===== src/rtl/eng_pkg.sv =====
package eng_pkg;

  typedef enum logic [1:0] {
    ST_IDLE = 2'd0,
    ST_ADDR = 2'd1,
    ST_DATA = 2'd2,
    ST_RESP = 2'd3
  } engState_t;

  // strobes from control to datapath
  typedef struct packed {
    logic clear;     // new run: empty pipeline, zero count
    logic takeBeat;  // read beat accepted this cycle
    logic sendBeat;  // write beat accepted this cycle
  } dpCtrl_t;

  localparam logic [1:0] BURST_INCR = 2'b01;

endpackage


===== src/rtl/burst_inc_datapath.sv =====
module burst_inc_datapath
  import eng_pkg::*;
#(
  parameter int DATA_W = 64,
  parameter int BEATS  = 256,
  localparam int CNT_W = $clog2(BEATS + 1)
) (
  input  logic              clk,
  input  logic              rstN,
  input  dpCtrl_t           dpCtrl,
  input  logic [DATA_W-1:0] rData,
  output logic [DATA_W-1:0] wData,
  output logic              wValid,
  output logic              wLast,
  output logic              readsDone
);

  logic [CNT_W-1:0]  rdCnt;
  logic [DATA_W-1:0] wDataQ;
  logic              wValidQ;
  logic              wLastQ;

  always_ff @(posedge clk) begin
    if (!rstN) begin
      rdCnt   <= '0;
      wDataQ  <= '0;
      wValidQ <= 1'b0;
      wLastQ  <= 1'b0;
    end else if (dpCtrl.clear) begin
      rdCnt   <= '0;
      wValidQ <= 1'b0;
      wLastQ  <= 1'b0;
    end else if (dpCtrl.takeBeat) begin
      // a new word may replace the one leaving in the same cycle
      wDataQ  <= rData + {{(DATA_W-1){1'b0}}, 1'b1};
      wValidQ <= 1'b1;
      wLastQ  <= (rdCnt == CNT_W'(BEATS - 1));
      rdCnt   <= rdCnt + 1'b1;
    end else if (dpCtrl.sendBeat) begin
      wValidQ <= 1'b0;
    end
  end

  assign wData     = wDataQ;
  assign wValid    = wValidQ;
  assign wLast     = wLastQ;
  assign readsDone = (rdCnt == CNT_W'(BEATS));

endmodule


===== src/rtl/burst_inc_ctrl.sv =====
module burst_inc_ctrl
  import eng_pkg::*;
(
  input  logic       clk,
  input  logic       rstN,
  input  logic       start,
  input  logic       arReady,
  input  logic       awReady,
  input  logic       rValid,
  input  logic       wReady,
  input  logic       bValid,
  input  logic [1:0] bResp,
  input  logic       wValid,
  input  logic       wLast,
  input  logic       readsDone,
  output logic       arValid,
  output logic       awValid,
  output logic       rReady,
  output logic       bReady,
  output logic       busy,
  output logic       done,
  output logic [1:0] doneResp,
  output dpCtrl_t    dpCtrl
);

  engState_t state, stateNext;
  logic      arPendQ, awPendQ;
  logic      doneQ;
  logic [1:0] respQ;
  logic      arFree, awFree;

  assign arFree = !arPendQ || arReady;
  assign awFree = !awPendQ || awReady;

  always_comb begin
    stateNext = state;
    unique case (state)
      ST_IDLE: if (start) stateNext = ST_ADDR;
      ST_ADDR: if (arFree && awFree) stateNext = ST_DATA;
      ST_DATA: if (wValid && wReady && wLast) stateNext = ST_RESP;
      ST_RESP: if (bValid) stateNext = ST_IDLE;
      default: stateNext = ST_IDLE;
    endcase
  end

  always_ff @(posedge clk) begin
    if (!rstN) begin
      state   <= ST_IDLE;
      arPendQ <= 1'b0;
      awPendQ <= 1'b0;
      doneQ   <= 1'b0;
      respQ   <= 2'b00;
    end else begin
      state <= stateNext;
      doneQ <= 1'b0;
      if (state == ST_IDLE && start) begin
        arPendQ <= 1'b1;
        awPendQ <= 1'b1;
      end else begin
        if (arReady) arPendQ <= 1'b0;
        if (awReady) awPendQ <= 1'b0;
      end
      if (state == ST_RESP && bValid) begin
        doneQ <= 1'b1;
        respQ <= bResp;
      end
    end
  end

  assign arValid  = arPendQ;
  assign awValid  = awPendQ;
  assign rReady   = (state == ST_DATA) && !readsDone && (!wValid || wReady);
  assign bReady   = (state == ST_RESP);
  assign busy     = (state != ST_IDLE);
  assign done     = doneQ;
  assign doneResp = respQ;

  assign dpCtrl.clear    = (state == ST_IDLE) && start;
  assign dpCtrl.takeBeat = rValid && rReady;
  assign dpCtrl.sendBeat = (state == ST_DATA) && wValid && wReady;

endmodule


===== src/rtl/burst_inc_engine.sv =====
module burst_inc_engine
  import eng_pkg::*;
#(
  parameter int              ADDR_W   = 32,
  parameter int              DATA_W   = 64,
  parameter int              BEATS    = 256,
  parameter logic [ADDR_W-1:0] SRC_ADDR = '0,
  localparam int             STRB_W   = DATA_W / 8,
  localparam logic [ADDR_W-1:0] DST_ADDR = ADDR_W'(SRC_ADDR + BEATS * STRB_W)
) (
  input  logic              clk,
  input  logic              rstN,
  input  logic              start,
  output logic              busy,
  output logic              done,
  output logic [1:0]        doneResp,
  output logic              arValid,
  input  logic              arReady,
  output logic [ADDR_W-1:0] arAddr,
  output logic [7:0]        arLen,
  output logic [2:0]        arSize,
  output logic [1:0]        arBurst,
  input  logic              rValid,
  output logic              rReady,
  input  logic [DATA_W-1:0] rData,
  input  logic [1:0]        rResp,
  input  logic              rLast,
  output logic              awValid,
  input  logic              awReady,
  output logic [ADDR_W-1:0] awAddr,
  output logic [7:0]        awLen,
  output logic [2:0]        awSize,
  output logic [1:0]        awBurst,
  output logic              wValid,
  input  logic              wReady,
  output logic [DATA_W-1:0] wData,
  output logic [STRB_W-1:0] wStrb,
  output logic              wLast,
  input  logic              bValid,
  output logic              bReady,
  input  logic [1:0]        bResp
);

  localparam logic [7:0] LEN_CODE  = 8'(BEATS - 1);
  localparam logic [2:0] SIZE_CODE = 3'($clog2(STRB_W));

  dpCtrl_t dpCtrl;
  logic    readsDone;
  logic    unusedR;

  // the burst length is fixed, so the read-side end marker and status are not needed
  assign unusedR = ^{rResp, rLast};

  burst_inc_ctrl u_ctrl (
    .clk      (clk),
    .rstN     (rstN),
    .start    (start),
    .arReady  (arReady),
    .awReady  (awReady),
    .rValid   (rValid),
    .wReady   (wReady),
    .bValid   (bValid),
    .bResp    (bResp),
    .wValid   (wValid),
    .wLast    (wLast),
    .readsDone(readsDone),
    .arValid  (arValid),
    .awValid  (awValid),
    .rReady   (rReady),
    .bReady   (bReady),
    .busy     (busy),
    .done     (done),
    .doneResp (doneResp),
    .dpCtrl   (dpCtrl)
  );

  burst_inc_datapath #(
    .DATA_W(DATA_W),
    .BEATS (BEATS)
  ) u_dp (
    .clk      (clk),
    .rstN     (rstN),
    .dpCtrl   (dpCtrl),
    .rData    (rData),
    .wData    (wData),
    .wValid   (wValid),
    .wLast    (wLast),
    .readsDone(readsDone)
  );

  assign arAddr  = SRC_ADDR;
  assign awAddr  = DST_ADDR;
  assign arLen   = LEN_CODE;
  assign awLen   = LEN_CODE;
  assign arSize  = SIZE_CODE;
  assign awSize  = SIZE_CODE;
  assign arBurst = BURST_INCR;
  assign awBurst = BURST_INCR;
  assign wStrb   = {STRB_W{1'b1}} | {{(STRB_W-1){1'b0}}, unusedR};

endmodule


===== config.mk =====
export PLATFORM = sky130hd
export DESIGN_NAME = burst_inc_engine
export DESIGN_NICKNAME = d
export VERILOG_FILES = /design/src/rtl/eng_pkg.sv /design/src/rtl/burst_inc_datapath.sv /design/src/rtl/burst_inc_ctrl.sv /design/src/rtl/burst_inc_engine.sv
export SDC_FILE = /design/constraint.sdc
export NUM_CORES = 1
export LEC_CHECK = 0
export BUFFER_PORTS_ARGS = -buffer_cell sky130_fd_sc_hd__buf_2
export CORE_MARGIN = 1.5
export CORE_UTILIZATION = 37
export CTS_CLUSTER_SIZE = 14
export DETAILED_ROUTE_END_ITERATION = 12
export PLACE_DENSITY = 0.7
export SETUP_SLACK_MARGIN = 0.3
export SYNTH_ARGS = -nofsm -noshare
export SYNTH_HDL_FRONTEND = slang
export SYNTH_SLANG_ARGS = --single-unit

===== constraint.sdc =====
create_clock -name clk -period 4.1 [get_ports clk]
set_input_delay 0.82 -clock clk [delete_from_list [all_inputs] [get_ports clk]]
set_output_delay 0.82 -clock clk [all_outputs]
set_load 0.03 [all_outputs]

==> impl_results.md, run 1 <==
- Run status: complete, no violations
- Post-synthesis sequential area ratio: 0.328
- Most common cell in the netlist: buf_4
- Core region area: 13,200 µm²
- Post-route clock skew: 0.00565 ns
- PortBufs: 147
- Max_cap viols: 0
- CTS H-Tree Depth: 3
- Worst setup EP type: flip-flop
- Crit path max-delay family: simple AND/OR/NAND/NOR gates
- Tmin final: 2.92 ns
- CTS Buffer Depth: 2
- Slew Limit Fails: 0
- HPWL after detailed placement: 9630 µm
- I/O Pins: 249
- Cell row count: 42
- Skew-Pair Late Insertion Delay: 0.34 ns
- Gr usage total: 0.177
- Slew @ Worst Pin: 0.590 ns
- Final #Nets: 860
- Inserted Diodes: 0
- Multi-input logic area: 2850 µm²
- CTS Hold Bufs: 0
- Hold_ws: 0.450 ns
- Post-route setup TNS: 0 ns
- Post-synth ARST share: 0
- # setup viols final: 0
- Initial antenna violation count: 0
- Post-Route WL: 12,700 µm
- Post-CTS Setup Bufs: 0
- CTS tree: built
- CP Data Required Time: 4.35 ns
- HP Class: flip-flop to flip-flop
- Vias in the first global route: 3,977
- Count of flip-flops with a built-in enable after synthesis: 0
- Critical path, cell by cell: inv_1, ha_1, a21boi_0, and3_1, and2_4, buf_4, nor2_1, a211oi_1
- Vias per cell: 4.68
- CTS Sinks: 82
- Initial core utilization: 0.378
- Critical path buffers and inverters: 2
- Pin count of the biggest net entering global routing: 63
- Synth top cells by count: 98 x buf_4, 82 x dfxtp_1, 59 x nor2_1
- CP Max Fanout: 62
- First-pass GRT wire length: 19,900 µm
- Mapped Cells: 634
- Reg clk slew, reported paths: 0.06 ns
- Pre-CTS setup slack: 0.922 ns
- Routed via count: 4,461
- Max VDD drop: 201 µV
- DRT iter0 DRCs: 179
- LEAKAGE: 2.54 nW
- FF+latch count, synth: 82
- Final worst path period share: 0.713
- CP max stage cell: and2_4
- Max-slew headroom: 0.607
- Post_cts resized: 0
- Synth area leader: dfxtp_1
- Unrepaired setup endpoints after global routing: no
- Total grt overflow: 0
- Top post-synthesis cells by area: dfxtp_1 33%, buf_4 15%, xnor2_1 7.7%
- Arr. time, crit path: 3.18 ns
- Cell Area, Synth: 5010 µm²
- Ys flop type: dfxtp_1
- Avg Cell Area, Syn: 7.91 µm²
- Top cell type's share of synthesized area: 0.328
- Final Instance Area: 5840 µm²
- Gp weighted congestion: 0.850
- Root buf cell: clkbuf_16
- Unique masters post-synth: 37
- Max frequency: 342 MHz
- Share of layout cells above drive strength 1: 0.232
- Startpoint Class: flip-flop
- ANT nets after route: 0
- Routed len/inst: 13.3 µm
- Hold Vio Cnt, Final: 0
- Ys Warns: 0
- Final Worst Setup Slack: 1.18 ns
- Drt pass-1 iters: 4
- Post-placement cell area: 5570 µm²
- Fillers: 1,387
- Reg area: 1640 µm²
- CP max stage delay: 0.62 ns
- Power Dens Cells: 432 nW/µm²
- Die X-Extent: 119 µm
- Die area: 14,300 µm²
- Pwr Total: 2.52 mW
- DRC: 0
- TritonCTS Buffers: 9
- Crit Path Class: flip-flop to flip-flop
- Chip Height: 119 µm
- Area growth from synthesis to layout: 16.6%
## kinds of logic (layout without fill, tap and decap cells)
group | count (synthesis) | count (layout) | share of synthesized area
AND/OR/NAND/NOR | 218 | 218 | 0.222
buffers and inverters | 138 | 185 | 0.177
adder cells (fa/ha/maj) | 9 | 9 | 0.0225
other | 2 | 98 | 0.00150
XOR/XNOR | 67 | 67 | 0.117
flip-flops | 82 | 82 | 0.328
AO/OA/AOI/OAI | 115 | 115 | 0.126
multiplexers | 3 | 3 | 0.00599
## metal layers
layer	track usage	wire length [µm]	vias to the layer above
li1	-	-	2267
met1	0.227	5690	2001
met2	0.288	5870	175
met3	0.0330	854	18
met4	0.0804	288	0
met5	0	0	-
## where the power goes
part           internal, mW  switching, mW  leakage, nW
sequential            0.892         0.0462        0.664
combinational         0.218          0.584         1.74
clock                 0.462          0.323        0.138
## worst min-delay path, stage by stage, from the launching register on
cell and delay, ns:
dfxtp_1 0.30, nand2_1 0.05, a21oi_1 0.05
## registers in the layout (all words and copies together) (netlist names)
register,flops
u_dp.wData,64
u_dp.rdCnt,9
u_ctrl.doneResp,2
u_ctrl.state,2
u_ctrl.arValid,1
u_ctrl.awValid,1
u_ctrl.done,1
u_dp.wLast,1
u_dp.wValid,1
## area by class of cell
class,instances,share of cell area
clock inverters,4,0.00771
flip-flops and latches,82,0.281
inverters,15,0.00964
repair buffers,156,0.138
clock buffers,10,0.0392
well taps,176,0.0377
multi-input cells,510,0.487
## final timing paths
path                                              startpoint                     endpoint  slack, ns  depth (start not counted)
worst min register to register    u_dp.wData[1]$_SDFFE_PN0P_   u_dp.wData[1]$_SDFFE_PN0P_       0.45                          2
worst max-delay path            u_ctrl.state[0]$_SDFFE_PN0P_  u_dp.wData[15]$_SDFFE_PN0P_       1.18                          8
worst min-delay path              u_dp.wData[1]$_SDFFE_PN0P_   u_dp.wData[1]$_SDFFE_PN0P_       0.45                          2
worst max register to register  u_ctrl.state[0]$_SDFFE_PN0P_  u_dp.wData[15]$_SDFFE_PN0P_       1.18                          8
## placed cells by master, fill, tap and decap left out, drive strengths merged, types with 2 or more instances in the layout
cell type,count
a211oi,19
a21oi,46
and2,5
and3,12
and4,2
buf,156
clkbuf,10
clkinv,4
conb,98
dfxtp,82
ha,9
inv,14
mux2i,3
nand2,42
nand2b,4
nand3,31
nand4,22
nor2,59
nor3,22
nor4,10
nor4b,4
o21ai,46
or2,2
or3,3
xnor2,44
xor2,23
## per-stage QoR
stage,std cells,utilization
after CTS,953,0.441
after global placement,939,0.420
after detailed placement,939,0.420
after floorplan,730,-
final,953,0.441
after global routing,953,0.441
Power figures use the tool's default switching activity.
==> run 2: changes to the inputs <==
- clock period: 4.1 -> 2.9 ns (I/O delays scaled with it)
==> run 2 against run 1 <==
Net effect:
- global-route usage is essentially flat
- clock-buffer cell count increased by 1
- total power rose by 52%
- clock skew rose by 0.0049 ns
- worst hold slack gained 0.0057 ns
- die area stayed put
- first-iteration DRC count grew 2.8%
- non-clock buffer count up 4
==> impl_results.md, run 2 (synthesized netlist as in run 1, its figures left out) <==
- Run status: complete, no violations
- Vias per cell: 4.67 (-0.16%)
- Initial core utilization: 0.378 (unchanged)
- Gr usage total: 0.177 (+0.000329)
- Area growth from synthesis to layout: 19.2%
- Power Dens Cells: 643 nW/µm² (+49%)
- Total grt overflow: 0 (unchanged)
- Largest register FFs: 64 (unchanged)
- Tmin final: 2.28 ns
- Final #Nets: 864 (+0.47%)
- Final Worst Setup Slack: 0.621 ns (-0.555 ns)
- Post-CTS Setup Bufs: 0 (unchanged)
- Share of layout cells above drive strength 1: 0.239 (+0.00716)
- Final worst path period share: 0.786
- # setup viols final: 0 (unchanged)
- Worst Setup SP: u_ctrl.state[0]$_SDFFE_PN0P_
- Root buf cell: clkbuf_16
- HPWL after detailed placement: 9640 µm (+0.14%)
- Post-route clock skew: 0.0105 ns (+0.00485 ns)
- CTS Sinks: 82 (unchanged)
- Post-route setup TNS: 0 ns (unchanged)
- CTS H-Tree Depth: 3 (unchanged)
- Unrepaired setup endpoints after global routing: no
- Post-Route WL: 12,600 µm (-0.78%)
- Slew @ Worst Pin: 0.803 ns (+0.212 ns)
- Initial antenna violation count: 0 (unchanged)
- Slew Limit Fails: 0 (unchanged)
- Reg clk slew, reported paths: 0.06 ns (about the same)
- Worst r2r src: u_ctrl.state[0]$_SDFFE_PN0P_
- Routed len/inst: 13.1 µm (-1.4%)
- Max VDD drop: 275 µV (+37%)
- Die area: 14,300 µm² (unchanged)
- HP Class: flip-flop to flip-flop
- Setup slack on the worst flop-to-flop path: 0.67 ns (-0.51 ns)
- TritonCTS Buffers: 9 (unchanged)
- Source of the worst hold timing path: u_ctrl.doneResp[0]$_SDFFE_PN0P_
- Vias in the first global route: 3,937 (-1.0%)
- Startpoint Class: flip-flop
- FF-to-FF End: u_dp.wData[15]$_SDFFE_PN0P_
- ANT nets after route: 0 (unchanged)
- CP endpoint: rReady
- Core region area: 13,200 µm² (unchanged)
- CTS Hold Bufs: 0 (unchanged)
- Die X-Extent: 119 µm (unchanged)
- Pre-CTS setup slack: 0.322 ns (-0.600 ns)
- CP max stage delay: 0.33 ns (-0.29 ns)
- Skew-Pair Late Insertion Delay: 0.34 ns (about the same)
- Drt pass-1 iters: 4 (unchanged)
- DRC: 0 (unchanged)
- Inserted Diodes: 0 (unchanged)
- CP Max Fanout: 4 (-94%)
- Chip Height: 119 µm (unchanged)
- Pin count of the biggest net entering global routing: 54 (-14%)
- Hold Vio Cnt, Final: 0 (unchanged)
- Hold_ws: 0.456 ns (+0.00575 ns)
- CTS Buffer Depth: 2 (unchanged)
- Gp weighted congestion: 0.826 (-2.8%)
- PortBufs: 147 (unchanged)
- Most frequent cells in the layout: 147 x buf_2, 98 x conb_1, 82 x dfxtp_1
- Post_cts resized: 0 (unchanged)
- Max_cap viols: 0 (unchanged)
- Max-slew headroom: 0.462 (-0.145)
- CTS tree: built
- LEAKAGE: 2.61 nW (+2.5%)
- Cell row count: 42 (unchanged)
- First-pass GRT wire length: 19,900 µm (+0.31%)
- Worst R2R Path Depth: 8 (unchanged)
- Crit Path Class: flip-flop to output pin
- CP Data Required Time: 2.32 ns (-2.03 ns)
- I/O Pins: 249 (unchanged)
- Max frequency: 439 MHz
- Worst setup EP type: output pin
- Arr. time, crit path: 1.70 ns (-1.48 ns)
- CP max stage cell: dfxtp_1
- DRT iter0 DRCs: 184 (+2.8%)
- Routed via count: 4,482 (+0.47%)
- Commonest non-fill, non-tap cell in the layout: buf_2
- Critical path, cell by cell: inv_1, ha_1, a21boi_0, and2_1, buf_2
-- run 2: layout make-up --
cell class	instances	area (µm²)
Fill cell	1373	7270
Multi-Input combinational cell	510	2850
Sequential cell	82	1640
Timing Repair Buffer	160	858
Clock buffer	11	253
Tap cell	176	220
Clock inverter	5	100
Inverter	15	56.3
-- run 2: worst min path at each step --
| stage | end | slack (ns) | depth (start not counted) |
|---|---|---|---|
| after global placement | u_ctrl.doneResp[0]$_SDFFE_PN0P_ | 0.44 | 2 |
| after global routing | u_dp.wData[0]$_SDFFE_PN0P_ | 0.46 | 2 |
| after CTS | u_dp.wData[0]$_SDFFE_PN0P_ | 0.45 | 2 |
| after floorplan | u_dp.rdCnt[5]$_SDFFE_PP0P_ | 0.47 | 2 |
| after detailed placement | u_ctrl.doneResp[0]$_SDFFE_PN0P_ | 0.45 | 2 |
| final | u_ctrl.doneResp[0]$_SDFFE_PN0P_ | 0.46 | 2 |
-- run 2: power by group --
part           leakage (nW)  internal [mW]  switching [mW]
clock network         0.176          0.886           0.481
logic                  1.77          0.322           0.826
registers             0.664           1.26          0.0654
total                  2.61           2.47            1.37
-- run 2: metal layers --
| layer | GRT usage | part of all wire | vias to the layer above |
|---|---|---|---|
| li1 | - | - | 2272 |
| met1 | 0.234 | 0.47 | 2024 |
| met2 | 0.281 | 0.46 | 169 |
| met3 | 0.0302 | 0.055 | 17 |
| met4 | 0.0826 | 0.024 | 0 |
| met5 | 0 | 0 | - |
-- run 2: worst max-delay path: cells and delay by family (launching register included) --
kind	cells	cell delay [ns]
flops	1	0.33
simple gates	1	0.18
buf+inv	2	0.31
compound gates	1	0.32
fa+ha+maj	1	0.23
-- run 2: metrics by stage --
stage / instance area [µm²] / utilization / instances / power [mW]
final: 5980 / 0.451 / 959 / 3.84
after global routing: 5980 / 0.451 / 959 / 4.03
after CTS: 5980 / 0.451 / 959 / 3.88
after detailed placement: 5620 / 0.425 / 943 / 2.50
after global placement: 5620 / 0.425 / 943 / 2.49
after floorplan: 5370 / - / 730 / 2.28
==> run 3: changes to the inputs <==
- ABC_AREA: default -> 1
- PLACE_DENSITY: 0.7 -> 0.69
- clock period: 2.9 -> 1.9 ns (I/O delays scaled with it)
==> run 3 against run 2 <==
Net effect:
- clock-buffer cell count unchanged
- clock power is 34% higher
- synthesized cell count grew 63%
- worst hold slack lost 0.18 ns
- final cell count increased by 52%
==> impl_results.md, run 3 <==
- Run status: complete, no violations
- Post-route setup TNS: 0 ns (unchanged)
- Slew Limit Fails: 0 (unchanged)
- Post-Route WL: 21,200 µm (+68%)
- Total grt overflow: 0 (unchanged)
- DRT iter0 DRCs: 461 (+150%)
- # setup viols final: 0 (unchanged)
- Arr. time, crit path: 2.05 ns (+0.35 ns)
- CP max stage cell: dfxtp_4
- Avg Cell Area, Syn: 5.99 µm² (-24%)
- Post-route clock skew: 0.00754 ns (-0.00296 ns)
- Routed len/inst: 14.6 µm (+11%)
- Fillers: 1,707 (+24%)
- Max-slew headroom: 0.570 (+0.109)
- CTS Hold Bufs: 0 (unchanged)
- Gr usage total: 0.233 (+0.0559)
- Post-synth ARST share: 0 (unchanged)
- Reg area: 1650 µm² (+0.69%)
- Unique masters post-synth: 31 (-16%)
- Ys Warns: 0 (unchanged)
- Worst R2R Path Depth: 12 (+4)
- Die X-Extent: 133 µm (+11%)
- Routed via count: 6,752 (+51%)
- CP Depth: 12 (+7)
- Most common cell in the netlist: nand2_1
- Cell Area, Synth: 6210 µm² (+24%)
- Max_cap viols: 0 (unchanged)
- Core region area: 16,500 µm² (+24%)
- Vias per cell: 4.65 (-0.57%)
- Worst setup EP type: flip-flop
- Pwr Total: 7.36 mW (+92%)
- Synth area leader: dfxtp_1
- PortBufs: 147 (unchanged)
- Unrepaired setup endpoints after global routing: yes
- CP Data Required Time: 2.18 ns (-0.14 ns)
- Crit Path Class: flip-flop to flip-flop
- ANT nets after route: 0 (unchanged)
- First-pass GRT wire length: 31,300 µm (+57%)
- Chip Height: 133 µm (+11%)
- Area growth from synthesis to layout: 34.2%
- LEAKAGE: 3.93 nW (+51%)
- Synth top cells by count: 319 x nand2_1, 147 x nor2_1, 131 x inv_1
- CTS Sinks: 82 (unchanged)
- Post-synthesis sequential area ratio: 0.264 (-0.0630)
- Pin count of the biggest net entering global routing: 39 (-28%)
- HP Class: primary input to flip-flop
- Mapped Cells: 1,036 (+63%)
- Die area: 17,600 µm² (+23%)
- Initial antenna violation count: 4 (+4)
- Reg clk slew, reported paths: 0.07 ns (about the same)
- Hold Path Stages: 3 (+1)
- Vias in the first global route: 5,953 (+51%)
- Most frequent cells in the layout: 290 x nand2_1, 144 x buf_2, 143 x nor2_1
- I/O Pins: 249 (unchanged)
- Root buf cell: clkbuf_16
- Count of flip-flops with a built-in enable after synthesis: 0 (unchanged)
- FF+latch count, synth: 82 (unchanged)
- Power Dens Cells: 884 nW/µm² (+38%)
- Slew @ Worst Pin: 0.645 ns (-0.158 ns)
- DRC: 0 (unchanged)
- Top post-synthesis cells by area: dfxtp_1 26%, nand2_1 19%, buf_4 12%
- Critical path, cell by cell: inv_4, ha_4, inv_4, a21oi_4, buf_6, nand4_4, buf_6, buf_12, clkbuf_16, nand2_1, nand2_1, a21oi_1
- CTS Buffer Depth: 2 (unchanged)
- Drt pass-1 iters: 7 (+3)
- TritonCTS Buffers: 9 (unchanged)
- CP Max Fanout: 9 (+5)
- Pre-CTS setup slack: 0.0162 ns (-0.305 ns)
- Hold Vio Cnt, Final: 0 (unchanged)
- Largest register FFs: 64 (unchanged)
- Startpoint Class: flip-flop
- Final #Nets: 1,312 (+52%)
- Final Worst Setup Slack: 0.133 ns (-0.488 ns)
- Top cell type's share of synthesized area: 0.264 (-0.0630)
- Critical path buffers and inverters: 6 (+4)
- Skew-Pair Late Insertion Delay: 0.35 ns (about the same)
- Max frequency: 566 MHz
- Initial core utilization: 0.377 (-0.00152)
- Crit path max-delay family: buffers and inverters
- Ys flop type: dfxtp_1
- Tmin final: 1.77 ns
- Multi-input logic area: 4030 µm² (+42%)
- CTS tree: built
- Final worst path period share: 0.930
- Share of layout cells above drive strength 1: 0.287 (+0.0479)
- Cell row count: 47 (+12%)
- Gp weighted congestion: 0.939 (+14%)
- CTS H-Tree Depth: 3 (unchanged)
- Max VDD drop: 428 µV (+56%)
- HPWL after detailed placement: 14,900 µm (+54%)
- Commonest non-fill, non-tap cell in the layout: nand2_1
- CP max stage delay: 0.35 ns (+0.02 ns)
## run 3: cell types whose count changed after synthesis, sizes merged, moves of 14 or more
cell and delta:
a211oi -19, xnor2 -32, a21oi +29, buf +14
nor3 -14, inv +119, nand2 +281, nor2 +98
clkbuf -17, o21ai -19
## run 3: worst register-to-register path, cell delays in order, from the launching register on
cell       delay, ns
dfxtp_4         0.35
inv_4           0.06
ha_4            0.14
inv_4           0.04
a21oi_4         0.13
buf_6           0.12
nand4_4         0.14
buf_6           0.19
buf_12          0.13
clkbuf_16       0.17
nand2_1         0.06
nand2_1         0.05
a21oi_1         0.12
## run 3: routing by layer
metal,routed length (µm),global-route usage,up-vias
met1,9010,0.297,3044
met2,9720,0.384,283
met5,23,0,-
li1,-,-,3379
met4,656,0.0910,4
met3,1790,0.0513,42
## run 3: where the power goes
part | internal (mW) | switching, mW | total [mW]
combinational | 1.30 | 2.10 | 3.39
clock | 1.06 | 0.771 | 1.83
sequential | 1.99 | 0.149 | 2.14
## run 3: logic make-up after synthesis
logic type	Yosys count	synth area share
and+or+nand+nor	547	0.360
buffers and inverters	253	0.218
AOI/OAI and AO/OA	111	0.0935
DFF	82	0.264
xor gates and xnor gates	32	0.0452
adders and majority gates	9	0.0181
other	2	0.00121
## run 3: cell type report
type                    instances  area share
multi-input cells             797       0.484
inverters                     133      0.0614
diodes                          2    0.000601
well taps                     220      0.0330
clock buffers                  11      0.0291
clock inverters                 5     0.00751
repair buffers                203       0.186
flip-flops and latches         82       0.198
## run 3: worst paths after layout
check / from / slack [ns] / endpoint
min reg2reg: u_dp.wData[5]$_SDFFE_PN0P_ / 0.47 / u_dp.wData[5]$_SDFFE_PN0P_
max: u_ctrl.state[0]$_SDFFE_PN0P_ / 0.13 / u_dp.wData[32]$_SDFFE_PN0P_
max reg2reg: u_ctrl.state[0]$_SDFFE_PN0P_ / 0.13 / u_dp.wData[32]$_SDFFE_PN0P_
min: bResp[1] / 0.28 / u_ctrl.doneResp[1]$_SDFFE_PN0P_
## run 3: repair_timing
item | 4_1_cts | 5_1_grt
gates resized for setup | 67 | 108
cloned | 10 | 3
setup buffers | 20 | 4
endpoints found under the setup margin | 77 | 78
pin swaps | 18 | 38
## run 3: stage by stage
| step | utilization | hold WS (ns) | instances | area (µm²) |
|---|---|---|---|---|
| finish | 0.506 | 0.279 | 1453 | 8330 |
| global route | 0.506 | 0.294 | 1452 | 8330 |
| CTS | 0.478 | 0.272 | 1444 | 7860 |
| detailed placement | 0.419 | 0.452 | 1398 | 6910 |
| global placement | 0.419 | 0.451 | 1398 | 6910 |
| floorplan | - | 0.458 | 1132 | 6570 |
